## src/rtl/ddc_block_reader.sv

```systemverilog
module ddc_block_reader #(
  parameter int          BLK_W     = 8,
  parameter int          BLK_BYTES = 128,
  parameter logic [6:0]  DATA_DEV  = 7'h50,
  parameter logic [6:0]  SEG_DEV   = 7'h30
) (
  input  logic                                 clk,
  input  logic                                 rst_n,
  input  logic                                 start,
  input  logic [BLK_W-1:0]                     block,
  output logic                                 busy,
  output logic                                 done,
  output logic                                 error,
  output logic                                 rx_valid,
  output logic [$clog2(BLK_BYTES)-1:0]         rx_index,
  output logic [7:0]                           rx_data,
  output logic                                 cmd_valid,
  output logic [1:0]                           cmd_op,
  output logic [7:0]                           cmd_wdata,
  output logic                                 cmd_rnack,
  input  logic                                 cmd_done,
  input  logic                                 cmd_nack,
  input  logic [7:0]                           cmd_rdata
);
  localparam int         IDX_W   = $clog2(BLK_BYTES);
  localparam logic [IDX_W-1:0] LAST_IDX = IDX_W'(BLK_BYTES - 1);
  localparam logic [7:0] ODD_OFS = 8'(BLK_BYTES);
  localparam logic [1:0] OP_START = 2'd0, OP_WRITE = 2'd1, OP_READ = 2'd2, OP_STOP = 2'd3;

  typedef enum logic [3:0] {
    ST_IDLE, ST_SSTART, ST_SADDR, ST_SVAL, ST_WSTART, ST_WADDR,
    ST_WOFS, ST_RSTART, ST_RADDR, ST_READ, ST_STOP
  } st_t;

  st_t              st;
  logic [BLK_W-1:0] blk;
  logic [IDX_W-1:0] rd_cnt;
  logic             fail_pend;

  wire [7:0] seg_byte = 8'(blk >> 1);
  wire [7:0] ofs_byte = blk[0] ? ODD_OFS : 8'h00;
  wire       xfer_end = cmd_valid && cmd_done;

  assign busy = (st != ST_IDLE);

  always_comb begin
    cmd_op    = OP_START;
    cmd_wdata = 8'h00;
    cmd_rnack = 1'b0;
    case (st)
      ST_SADDR: begin cmd_op = OP_WRITE; cmd_wdata = {SEG_DEV, 1'b0};  end
      ST_SVAL:  begin cmd_op = OP_WRITE; cmd_wdata = seg_byte;         end
      ST_WADDR: begin cmd_op = OP_WRITE; cmd_wdata = {DATA_DEV, 1'b0}; end
      ST_WOFS:  begin cmd_op = OP_WRITE; cmd_wdata = ofs_byte;         end
      ST_RADDR: begin cmd_op = OP_WRITE; cmd_wdata = {DATA_DEV, 1'b1}; end
      ST_READ:  begin cmd_op = OP_READ;  cmd_rnack = (rd_cnt == LAST_IDX); end
      ST_STOP:  cmd_op = OP_STOP;
      default:  cmd_op = OP_START;
    endcase
  end

  always_ff @(posedge clk or negedge rst_n) begin
    if (!rst_n) begin
      st        <= ST_IDLE;
      blk       <= '0;
      rd_cnt    <= '0;
      fail_pend <= 1'b0;
      cmd_valid <= 1'b0;
      done      <= 1'b0;
      error     <= 1'b0;
      rx_valid  <= 1'b0;
      rx_index  <= '0;
      rx_data   <= 8'h00;
    end else begin
      done     <= 1'b0;
      error    <= 1'b0;
      rx_valid <= 1'b0;
      if (st == ST_IDLE) begin
        if (start) begin
          blk       <= block;
          rd_cnt    <= '0;
          fail_pend <= 1'b0;
          st        <= ((block >> 1) != '0) ? ST_SSTART : ST_WSTART;
        end
      end else if (!cmd_valid) begin
        cmd_valid <= 1'b1;
      end else if (cmd_done) begin
        cmd_valid <= 1'b0;
        if (cmd_op == OP_WRITE && cmd_nack) begin
          fail_pend <= 1'b1;
          st        <= ST_STOP;
        end else begin
          case (st)
            ST_SSTART: st <= ST_SADDR;
            ST_SADDR:  st <= ST_SVAL;
            ST_SVAL:   st <= ST_WSTART;
            ST_WSTART: st <= ST_WADDR;
            ST_WADDR:  st <= ST_WOFS;
            ST_WOFS:   st <= ST_RSTART;
            ST_RSTART: st <= ST_RADDR;
            ST_RADDR:  st <= ST_READ;
            ST_READ: begin
              rx_valid <= 1'b1;
              rx_data  <= cmd_rdata;
              rx_index <= rd_cnt;
              rd_cnt   <= rd_cnt + 1'b1;
              if (rd_cnt == LAST_IDX) st <= ST_STOP;
            end
            ST_STOP: begin
              st    <= ST_IDLE;
              done  <= !fail_pend;
              error <= fail_pend;
            end
            default: st <= ST_IDLE;
          endcase
        end
      end
    end
  end

  AST_CMD_HOLD: assert property (@(posedge clk) disable iff (!rst_n)
    cmd_valid && !cmd_done |=> cmd_valid && $stable(cmd_op) && $stable(cmd_wdata) && $stable(cmd_rnack));
  AST_CMD_DROP: assert property (@(posedge clk) disable iff (!rst_n)
    xfer_end |=> !cmd_valid);
  AST_IDLE_QUIET: assert property (@(posedge clk) disable iff (!rst_n)
    !busy |-> !cmd_valid && !rx_valid);
  AST_RX_IN_REQ: assert property (@(posedge clk) disable iff (!rst_n)
    rx_valid |-> busy && !done && !error);
  AST_END_ONE: assert property (@(posedge clk) disable iff (!rst_n)
    !(done && error));
  AST_END_IDLE: assert property (@(posedge clk) disable iff (!rst_n)
    done || error |-> !busy);
  AST_END_PULSE: assert property (@(posedge clk) disable iff (!rst_n)
    done |=> !done);
endmodule

```

## config.mk

```make
export PLATFORM = sky130hd
export DESIGN_NAME = ddc_block_reader
export DESIGN_NICKNAME = d
export VERILOG_FILES = /design/src/rtl/ddc_block_reader.sv
export SDC_FILE = /design/constraint.sdc
export NUM_CORES = 1
export LEC_CHECK = 0
export BUFFER_PORTS_ARGS = -buffer_cell sky130_fd_sc_hd__buf_4
export CAP_MARGIN = 0
export CORE_UTILIZATION = 54
export CTS_BUF_LIST = sky130_fd_sc_hd__clkbuf_4 sky130_fd_sc_hd__clkbuf_8
export CTS_CLUSTER_SIZE = 24
export DETAILED_ROUTE_END_ITERATION = 6
export PLACE_DENSITY = 0.82
export SYNTH_ARGS = -nofsm -noshare
export SYNTH_HDL_FRONTEND = slang
export SYNTH_SLANG_ARGS = --single-unit
```

## constraint.sdc

```tcl
create_clock -name clk -period 2 [get_ports clk]
set_input_delay 0.2 -clock clk [delete_from_list [all_inputs] [get_ports clk]]
set_output_delay 0.2 -clock clk [all_outputs]
set_load 0.05 [all_outputs]
```

==> impl_metrics.ini, run 1 <==
[clock_tree]
htreeDepth = 2
numCtsBuffers = 5
cts.sinks = 39
clk_path_buf_depth = 2
root_buffer = clkbuf_4
clkSlewWorstSetupHoldPaths_ns = 0.12
clk_latency_ns = 0.36
cts_tree = built

[route]
drt-initial-drc-count = 115
dr.pass1.iters = 4
routed_wl_um = 4631
viasPerCell = 5.366
vias = 1803
ant_nets = 0
drc = 0
avgRoutedWirePerCell_um = 13.78

[worst_setup_path]
critPathCaptureType = output pin
max_stage_delay_ns = 0.47
cp_data_arrival_time_ns = 1.77
worstSetupPathType = reg2out
cp.required_ns = 1.80
critPathBufInv = 2
cpMostUsedCell = buf_4
path_cells = nand4bb_4 > buf_4 > nor3_1 > buf_4
cp_top_family = simple AND/OR/NAND/NOR gates
slowest_stage = dfrtp_2
cp-start-kind = flop
cp_max_fo = 7

[logic_synthesis]
yosys.area.top_type = dfrtp_1
avgSynthCellArea_sq_um = 8.612
yosys_warnings = 0
synth.area.mux_share_pct = 2.085
synth_area_leaders = dfrtp_1 (49%), nand2_1 (14%), nor2_1 (2.8%), a21oi_1 (2.5%), o21ai_0 (2.5%)
synth_nets = 252
ys_async_sr_fraction_pct = 100.0
yosys.area_share.adder_pct = 0.6317
synth_compound_area_share_pct = 11.31
synthCells = 230
syn_area_sq_um = 1981
ys_seq_elements = 39
synth_cell_types = 43
synthFlopType = dfrtp_1
synthSimpleGateAreaFrac_pct = 29.88
synth_top_family_by_area = simple AND/OR/NAND/NOR gates
synth_xor_area_share_pct = 1.769
yosysMostFrequentCell = nand2_1
synth_edf_count = 0
synth_common_cells = nand2_1 (75), dfrtp_1 (39), nor2_1 (15)
synth_top_area_share_pct = 49.27
ys_seq_area_share_pct = 49.27

[power]
pwr-share-clk_pct = 14.4
max-vdd-ir-drop_mv = 0.8606
switching_share_pct = 46.57
p_seq_share_pct = 30.2
power_switching_mw = 1.866
pwr-share-comb_pct = 55.4
power_mw = 4.008
power_leakage_nw = 1.313
p_per_area_nw_per_um2 = 1532
power.internal_mw = 2.141

[sta]
worst_slew_pin_slew_ns = 0.4721
fmax_mhz = 508.7
tns_ns = 0
fin_worst_skew_ns = 0.01123
fin_crit_ns = 1.966
relSlewSlack_pct = 68.53
min_period_over_period_pct = 98.29
setup-violations-final = 0
slew_violations = 0
hold_viol_final = 0

[global_routing]
track_usage_pct = 24.84
gr-total-overflow = 0
grt_pass1_vias = 1724
grt_max_degree = 40
grt_antenna_before_repair = 0
grt_pass1_wl_um = 7596

[job]
maxCapViolCount = 0

[finish]
area_growth_pct = 32.09
fin_area_sq_um = 2616
nets = 311
n_fill_cell = 242
drive_above_1_share_pct = 31.38
utilization_pct = 76.59
multi_input_area_sq_um = 944.7
seq_area_sq_um = 979.7
antenna_cells = 0

[outcome]
status = finished, final reports clean

[floorplan]
die_w_um = 62.56
rows = 21
design.die.area_sq_um = 3914
fp.coreArea_sq_um = 3416
die_h_um = 62.56
start_util_pct = 57.99
ios = 52

[placement]
dp_hpwl_um = 3091
portBuffers = 51
place_area_sq_um = 2420
gp_congestion = 0.8361

[min_path]
hold_path_class = in2reg
==> cell type report <==
cell class	instances	share of cell area, %
flip-flops and latches	39	37.45
clock buffers	6	1.961
clock inverters	2	1.483
well taps	46	2.200
inverters	8	1.196
repair buffers	66	19.61
multi-input cells	169	36.11
==> power groups by stage <==
stage | clock network, mW | logic (mW) | registers (mW)
6_report | 0.576 | 2.22 | 1.21
5_1_grt | 0.619 | 2.38 | 1.24
4_1_cts | 0.583 | 2.06 | 1.22
3_5_place_dp | 0 | 2.01 | 1.22
3_3_place_gp | 0 | 1.98 | 1.21
2_1_floorplan | 0 | 1.20 | 1.44
==> flip-flops by register name, summed over array words and instances (netlist names) <==
signal / cells
blk: 8
done: 1
rx_valid: 1
rx_data: 8
rx_index: 7
st: 4
rd_cnt: 7
error: 1
cmd_valid: 1
fail_pend: 1
==> metal layers <==
layer	global-route usage (%)	part of all wire, %	up-vias
met4	9.593	2.3	0
met1	31.19	43	838
li1	-	-	883
met2	40.90	49	69
met5	0	0	-
met3	6.387	5.7	13
==> worst reg2reg max path, cell delays in order (launching register included) <==
cell and delay (ns):
dfrtp_1 0.43, nand2_1 0.31, or2_1 0.36, clkinv_2 0.29, a2bb2oi_2 0.20, mux2i_1 0.13
==> cell families (layout without fill, tap and decap cells) <==
| group | after synthesis | after routing |
|---|---|---|
| flip-flops | 39 | 39 |
| buffers and inverters | 22 | 82 |
| multiplexers | 4 | 4 |
| adder cells (fa/ha/maj) | 1 | 1 |
| AND/OR/NAND/NOR | 127 | 127 |
| XOR/XNOR | 4 | 4 |
| AO/OA/AOI/OAI | 33 | 33 |
==> path summary, 6_finish.rpt <==
path	depth (start not counted)	endpoint	startpoint	slack, ns
setup / recovery	4	cmd_rnack	st[2]	0.03
hold / removal	3	rx_data[6]	cmd_rdata[6]	0.02
setup reg to reg	5	rd_cnt[6]	cmd_valid	0.23
hold reg to reg	1	done	fail_pend	0.45
max in group asynchronous	2	st[1]	rst_n	1.29
min in group asynchronous	2	rx_data[4]	rst_n	0.35
==> cell usage in the layout, fill, tap and decap left out, types with 5 or more instances in the layout <==
cell type	netlist	final
nand2_1	75	75
buf_4	0	61
dfrtp_1	39	36
nor2_1	15	15
a21oi_1	10	9
o21ai_0	10	8
inv_1	7	7
nand2b_1	7	6
nor3_1	5	5
clkbuf_4	0	5
==> stage by stage <==
stage / setup slack, ns / instances / hold WS (ns)
after floorplan: -0.1960 / 230 / -0.09559
after detailed placement: 0.1913 / 322 / 0.1954
final: 0.03421 / 336 / 0.02135
after global placement: 0.2055 / 322 / 0.1948
after global routing: -0.02370 / 336 / 0.002921
after CTS: 0.004645 / 331 / 0.008223
==> what timing repair did <==
| action | in CTS | in global routing |
|---|---|---|
| endpoints found under the setup margin | 8 | 8 |
| setup buffers | 0 | 5 |
| gates resized for setup | 7 | 9 |
| hold buffers | 1 | 0 |
| hold endpoints to repair | 39 | 0 |
Note: power is estimated with default switching activity, not from simulation.
==> run 2: changes to the inputs <==
Settings changed: CELL_PAD_IN_SITES_DETAIL_PLACEMENT set to 0, CELL_PAD_IN_SITES_GLOBAL_PLACEMENT set to 1, CORE_UTILIZATION 54 to 40, PLACE_DENSITY 0.82 to 0.83, RECOVER_POWER set to 100.
==> run 2 against run 1 <==
Compared with the run above: setup slack improved by 0.078 ns; global-route usage decreased by 6.9 points; flip-flop and latch count unchanged; non-clock buffer count decreased by 6; worst hold slack improved by 0.069 ns.
==> impl_metrics.ini, run 2 (synthesis results as in run 1) <==
[floorplan]
fp.coreArea_sq_um = 4755
rows = 25
start_util_pct = 41.66
design.die.area_sq_um = 5237
die_w_um = 72.37
ios = 52
die_h_um = 72.37

[finish]
reg_top3 = blk x8, rx_data x8
nets = 305
utilization_pct = 51.45
drive_above_1_share_pct = 20.77
antenna_cells = 0
mostFrequentLayoutCells = nand2_1 (75), dfrtp_1 (37), buf_4 (27)
final_common_cell = nand2_1
area_growth_pct = 23.50

[global_routing]
track_usage_pct = 17.93
grt_antenna_before_repair = 0
grt_pass1_vias = 1585
gr-total-overflow = 0
grt_pass1_wl_um = 7272
grt_max_degree = 40

[clock_tree]
cts.sinks = 39
cts_setup_buffers = 0
clk_path_buf_depth = 2
clk_latency_ns = 0.29
numCtsBuffers = 5
cts_tree = built
clkSlewWorstSetupHoldPaths_ns = 0.08
htreeDepth = 2
root_buffer = clkbuf_8

[route]
routed_wl_um = 4383
avgRoutedWirePerCell_um = 12.49
viasPerCell = 4.860
vias = 1706
drt-initial-drc-count = 75
dr.pass1.iters = 4
drc = 0
ant_nets = 0

[worst_setup_path]
worstSetupPathType = reg2out
critPathCaptureType = output pin
worstReg2RegEnd = st[0]
worst-r2r-setup-slack_ns = 0.17
cp-start-kind = flop
ff2ff_path_depth = 4
worstReg2RegStart = st[3]
cp.required_ns = 1.80
cp_data_arrival_time_ns = 1.69
cp_max_fo = 14

[sta]
fmax_mhz = 529.7
setup-violations-final = 0
hold_viol_final = 0
min_period_over_period_pct = 94.39
fin_crit_ns = 1.888
slew_violations = 0
worst_slew_pin_slew_ns = 0.9493
layout_setup_ws_ns = 0.1122
rsz0062_at_grt = false
relSlewSlack_pct = 36.71
fin_worst_skew_ns = 0.009584

[placement]
dp_slack_ns = 0.2468
portBuffers = 51
gp_congestion = 0.8361
dp_hpwl_um = 3120

[power]
p_per_area_nw_per_um2 = 1501
max-vdd-ir-drop_mv = 0.6663
power_leakage_nw = 1.186

[min_path]
min_path_cells = 3
hold_start = cmd_rdata[1]
whs_endpoint = rx_data[1]
hold_path_class = in2reg

[job]
maxCapViolCount = 0

[outcome]
status = finished, final reports clean
[run 2: changes by cell type in the layout (fill, tap and decap cells not counted), sizes merged]
| cell | before | now |
|---|---|---|
| buf | 65 | 31 |
| bufinv | 1 | 0 |
| clkbuf | 6 | 34 |
| clkinv | 1 | 2 |
[run 2: layout make-up]
type                       instances  area (sq um)
tap                               67         83.83
clock inverter                     2         13.76
fill                             500          2308
sequential                        39         978.4
multi-input combinational        169         899.6
clock buffer                       6         82.58
timing repair buffer              60         356.6
inverter                           8         31.28
[run 2: report_power, final]
group	switching, mW	leakage (nW)	internal, mW
Clock	0.287	0.0516	0.282
Combinational	1.32	0.623	0.593
Sequential	0.174	0.512	1.02
[run 2: worst max-delay path by stage]
| stage | depth (start not counted) | from | endpoint |
|---|---|---|---|
| floorplan | 4 | st[0] | cmd_wdata[6] |
| global placement | 4 | st[3] | rd_cnt[6] |
| detailed placement | 4 | st[3] | rd_cnt[6] |
| CTS | 3 | st[3] | cmd_rnack |
| global route | 6 | st[2] | cmd_wdata[7] |
| finish | 6 | st[2] | cmd_wdata[7] |
[run 2: worst max-delay path, stage by stage, from the launching register on]
cell and delay (ns):
dfrtp_1 0.40, buf_4 0.19, nand2b_1 0.22, nor2_1 0.14
a31oi_1 0.05, o21ai_0 0.17, buf_4 0.22
[run 2: through the flow]
step | hold WS (ns) | cell area, sq um | setup TNS (ns) | cells | total power, mW
detailed placement | 0.1997 | 2439 | 0 | 342 | 3.209
finish | 0.09078 | 2446 | 0 | 351 | 3.671
CTS | 0.08385 | 2545 | 0 | 351 | 3.790
floorplan | -0.09559 | 1981 | -0.3784 | 230 | 2.641
global route | 0.09571 | 2446 | 0 | 351 | 3.915
global placement | 0.1995 | 2439 | 0 | 342 | 3.200
[run 2: what timing repair did]
item                                    4_1_cts  5_1_grt
resized for setup                             0        5
hold buffers                                  1        0
hold endpoints to repair                     39        0
endpoints found under the setup margin        0        7
[run 2: per-layer routing]
metal	global-route usage [%]	up-vias	share of wire, %
li1	-	871	-
met1	24.93	793	49
met2	27.21	37	45
met3	4.722	5	4.7
met4	5.882	0	1.3
met5	0	-	0
==> run 3: changes to the inputs <==
Settings changed: ABC_AREA set to 1, CORE_UTILIZATION 40 to 39.
==> run 3 against run 2 <==
Compared with the run above: die area decreased by 0.90%; worst hold slack improved by 0.0021 ns; critical path type unchanged; highest routed layer unchanged; maximum frequency increased by 2.2%; combinational power increased by 11%; clock skew decreased by 0.0054 ns; count of clock-buffer cells in the layout increased by 1; global-route usage decreased by 0.90 points; design area decreased by 2.9%; total power increased by 9.7%; via count decreased by 2.7%.
==> impl_metrics.ini, run 3 <==
[outcome]
status = finished, final reports clean

[global_routing]
grt_pass1_vias = 1467
grt_antenna_before_repair = 0
grt_max_degree = 40
grt_pass1_wl_um = 6796
gr-total-overflow = 0
track_usage_pct = 17.03

[finish]
stdcell_count = 367
area_growth_pct = 24.13
antenna_cells = 0
mostFrequentLayoutCells = nand2_1 (83), dfrtp_1 (39), inv_1 (37)
nets = 321
multi_input_area_sq_um = 759.5
drive_above_1_share_pct = 18.00
final_common_cell = nand2_1
reg_top3 = blk x8, rx_data x8
seq_area_sq_um = 975.9
n_fill_cell = 498

[clock_tree]
root_buffer = clkbuf_8
cts_setup_buffers = 0
cts_tree = built
numCtsBuffers = 5
clk_path_buf_depth = 2
clk_latency_ns = 0.29
clkSlewWorstSetupHoldPaths_ns = 0.08
cts.sinks = 39
htreeDepth = 2

[sta]
tns_ns = 0
fin_worst_skew_ns = 0.004152
fin_crit_ns = 1.848
hold_viol_final = 0
slew_violations = 0
min_period_over_period_pct = 92.38
setup-violations-final = 0
relSlewSlack_pct = 36.39
worst_slew_pin_slew_ns = 0.9541
fmax_mhz = 541.2
rsz0062_at_grt = false

[worst_setup_path]
worstSetupPathType = reg2out
path_cells = inv_2 > nand2_1 > nor2_1 > inv_1 > nor2_1 > buf_4
cp.required_ns = 1.80
cp_top_family = simple AND/OR/NAND/NOR gates
critPathBufInv = 3
cp-start-kind = flop
cp_data_arrival_time_ns = 1.65
slowest_stage = dfrtp_1
cp_max_fo = 5
cpMostUsedCell = nor2_1
max_stage_delay_ns = 0.46
critPathCaptureType = output pin

[logic_synthesis]
synth_cell_types = 24
synth_common_cells = nand2_1 (82), dfrtp_1 (39), inv_1 (37)
synth_edf_count = 0
syn_area_sq_um = 1913
yosys.area.top_type = dfrtp_1
synth_nets = 266
avgSynthCellArea_sq_um = 7.841
yosysMostFrequentCell = nand2_1
synthFlopType = dfrtp_1
ys_async_sr_fraction_pct = 100.0
synth_top_area_share_pct = 51.01
yosys_warnings = 0
ys_seq_area_share_pct = 51.01
synth_area_leaders = dfrtp_1 (51%), nand2_1 (16%), inv_1 (7.3%), o21ai_0 (6.3%), nor2_1 (3.9%)
ys_seq_elements = 39
synthCells = 244

[route]
viasPerCell = 4.523
drt-initial-drc-count = 68
ant_nets = 0
vias = 1660
dr.pass1.iters = 4
routed_wl_um = 4077
avgRoutedWirePerCell_um = 11.11
drc = 0

[power]
power_mw = 4.028
max-vdd-ir-drop_mv = 0.6185
power_leakage_nw = 1.296
p_per_area_nw_per_um2 = 1696

[floorplan]
rows = 25
ios = 52
design.die.area_sq_um = 5190
start_util_pct = 40.50
die_h_um = 72.04
fp.coreArea_sq_um = 4723
die_w_um = 72.04

[placement]
portBuffers = 51
dp_hpwl_um = 3011
place_inst = 358
gp_congestion = 0.8256

[min_path]
hold_path_class = in2reg

[job]
maxCapViolCount = 0
run 3: cell count changes in the layout (fill, tap and decap cells not counted), moves of 3 or more:
cell	before	now
xnor2_1	4	0
a21oi_1	10	4
inv_1	7	37
o21ai_0	9	24
buf_4	27	21
nor2_1	15	19
nand4_1	2	5
nor2_4	0	3
nand2b_1	6	0
mux2i_1	3	0
and2_1	4	0
nand2_4	0	3
nand2_1	75	83
run 3: metal layers:
metal | global-route usage (%) | part of all wire, % | vias up
met2 | 25.16 | 44 | 48
met3 | 4.167 | 5.1 | 5
met4 | 6.536 | 1.5 | 0
li1 | - | - | 862
met5 | 0 | 0 | -
met1 | 24.22 | 49 | 745
run 3: worst reg2reg max path: cells and delay by family (launching register included):
kind,cells,cell delay [ns]
DFF,1,0.46
buffers and inverters,3,0.22
and+or+nand+nor,8,1.02
run 3: final cells by class:
type | instances | share of cell area, %
sequential | 39 | 41.10
clock buffer | 7 | 4.057
tap | 67 | 3.530
inverter | 40 | 6.428
clock inverter | 1 | 0.3161
timing repair buffer | 52 | 12.59
multi-input combinational | 161 | 31.98
run 3: where the power goes:
part           internal, mW  switching, mW
clock                 0.314          0.282
sequential             1.09          0.226
combinational         0.513           1.60
run 3: through the flow:
| step | hold slack [ns] | util, % | cell area, sq um | worst slack, ns |
|---|---|---|---|---|
| 2_1_floorplan | -0.09559 | - | 1913 | 0.3089 |
| 3_3_place_gp | 0.2095 | 50.04 | 2364 | 0.4451 |
| 3_5_place_dp | 0.2065 | 50.04 | 2364 | 0.4294 |
| 4_1_cts | 0.08789 | 52.45 | 2477 | 0.1009 |
| 5_1_grt | 0.08908 | 50.28 | 2375 | 0.03063 |
| 6_report | 0.09284 | 50.28 | 2375 | 0.1524 |
run 3: path summary, 6_finish.rpt:
check                             start    endpoint  slack [ns]  cells past startpoint
min in group asynchronous         rst_n        done        0.59                      2
max in group asynchronous         rst_n  rx_data[4]        0.83                      2
setup reg to reg                  st[1]   rd_cnt[5]        0.25                     11
setup / recovery                  st[1]   cmd_rnack        0.15                      6
hold reg to reg               fail_pend        done        0.44                      1
hold / removal             cmd_rdata[0]  rx_data[0]        0.09                      3
run 3: repair_timing:
action                                 CTS  global route
endpoints found under the hold margin   39             0
setup endpoints to repair                0             1
gates resized for setup                  0             3
hold buffers                             1             0
run 3: cells by family after synthesis:
| logic type | share of synthesized area [%] |
|---|---|
| DFF | 51.01 |
| buffers and inverters | 8.829 |
| adders and majority gates | 0.6539 |
| AOI/OAI and AO/OA | 9.418 |
| and+or+nand+nor | 30.08 |
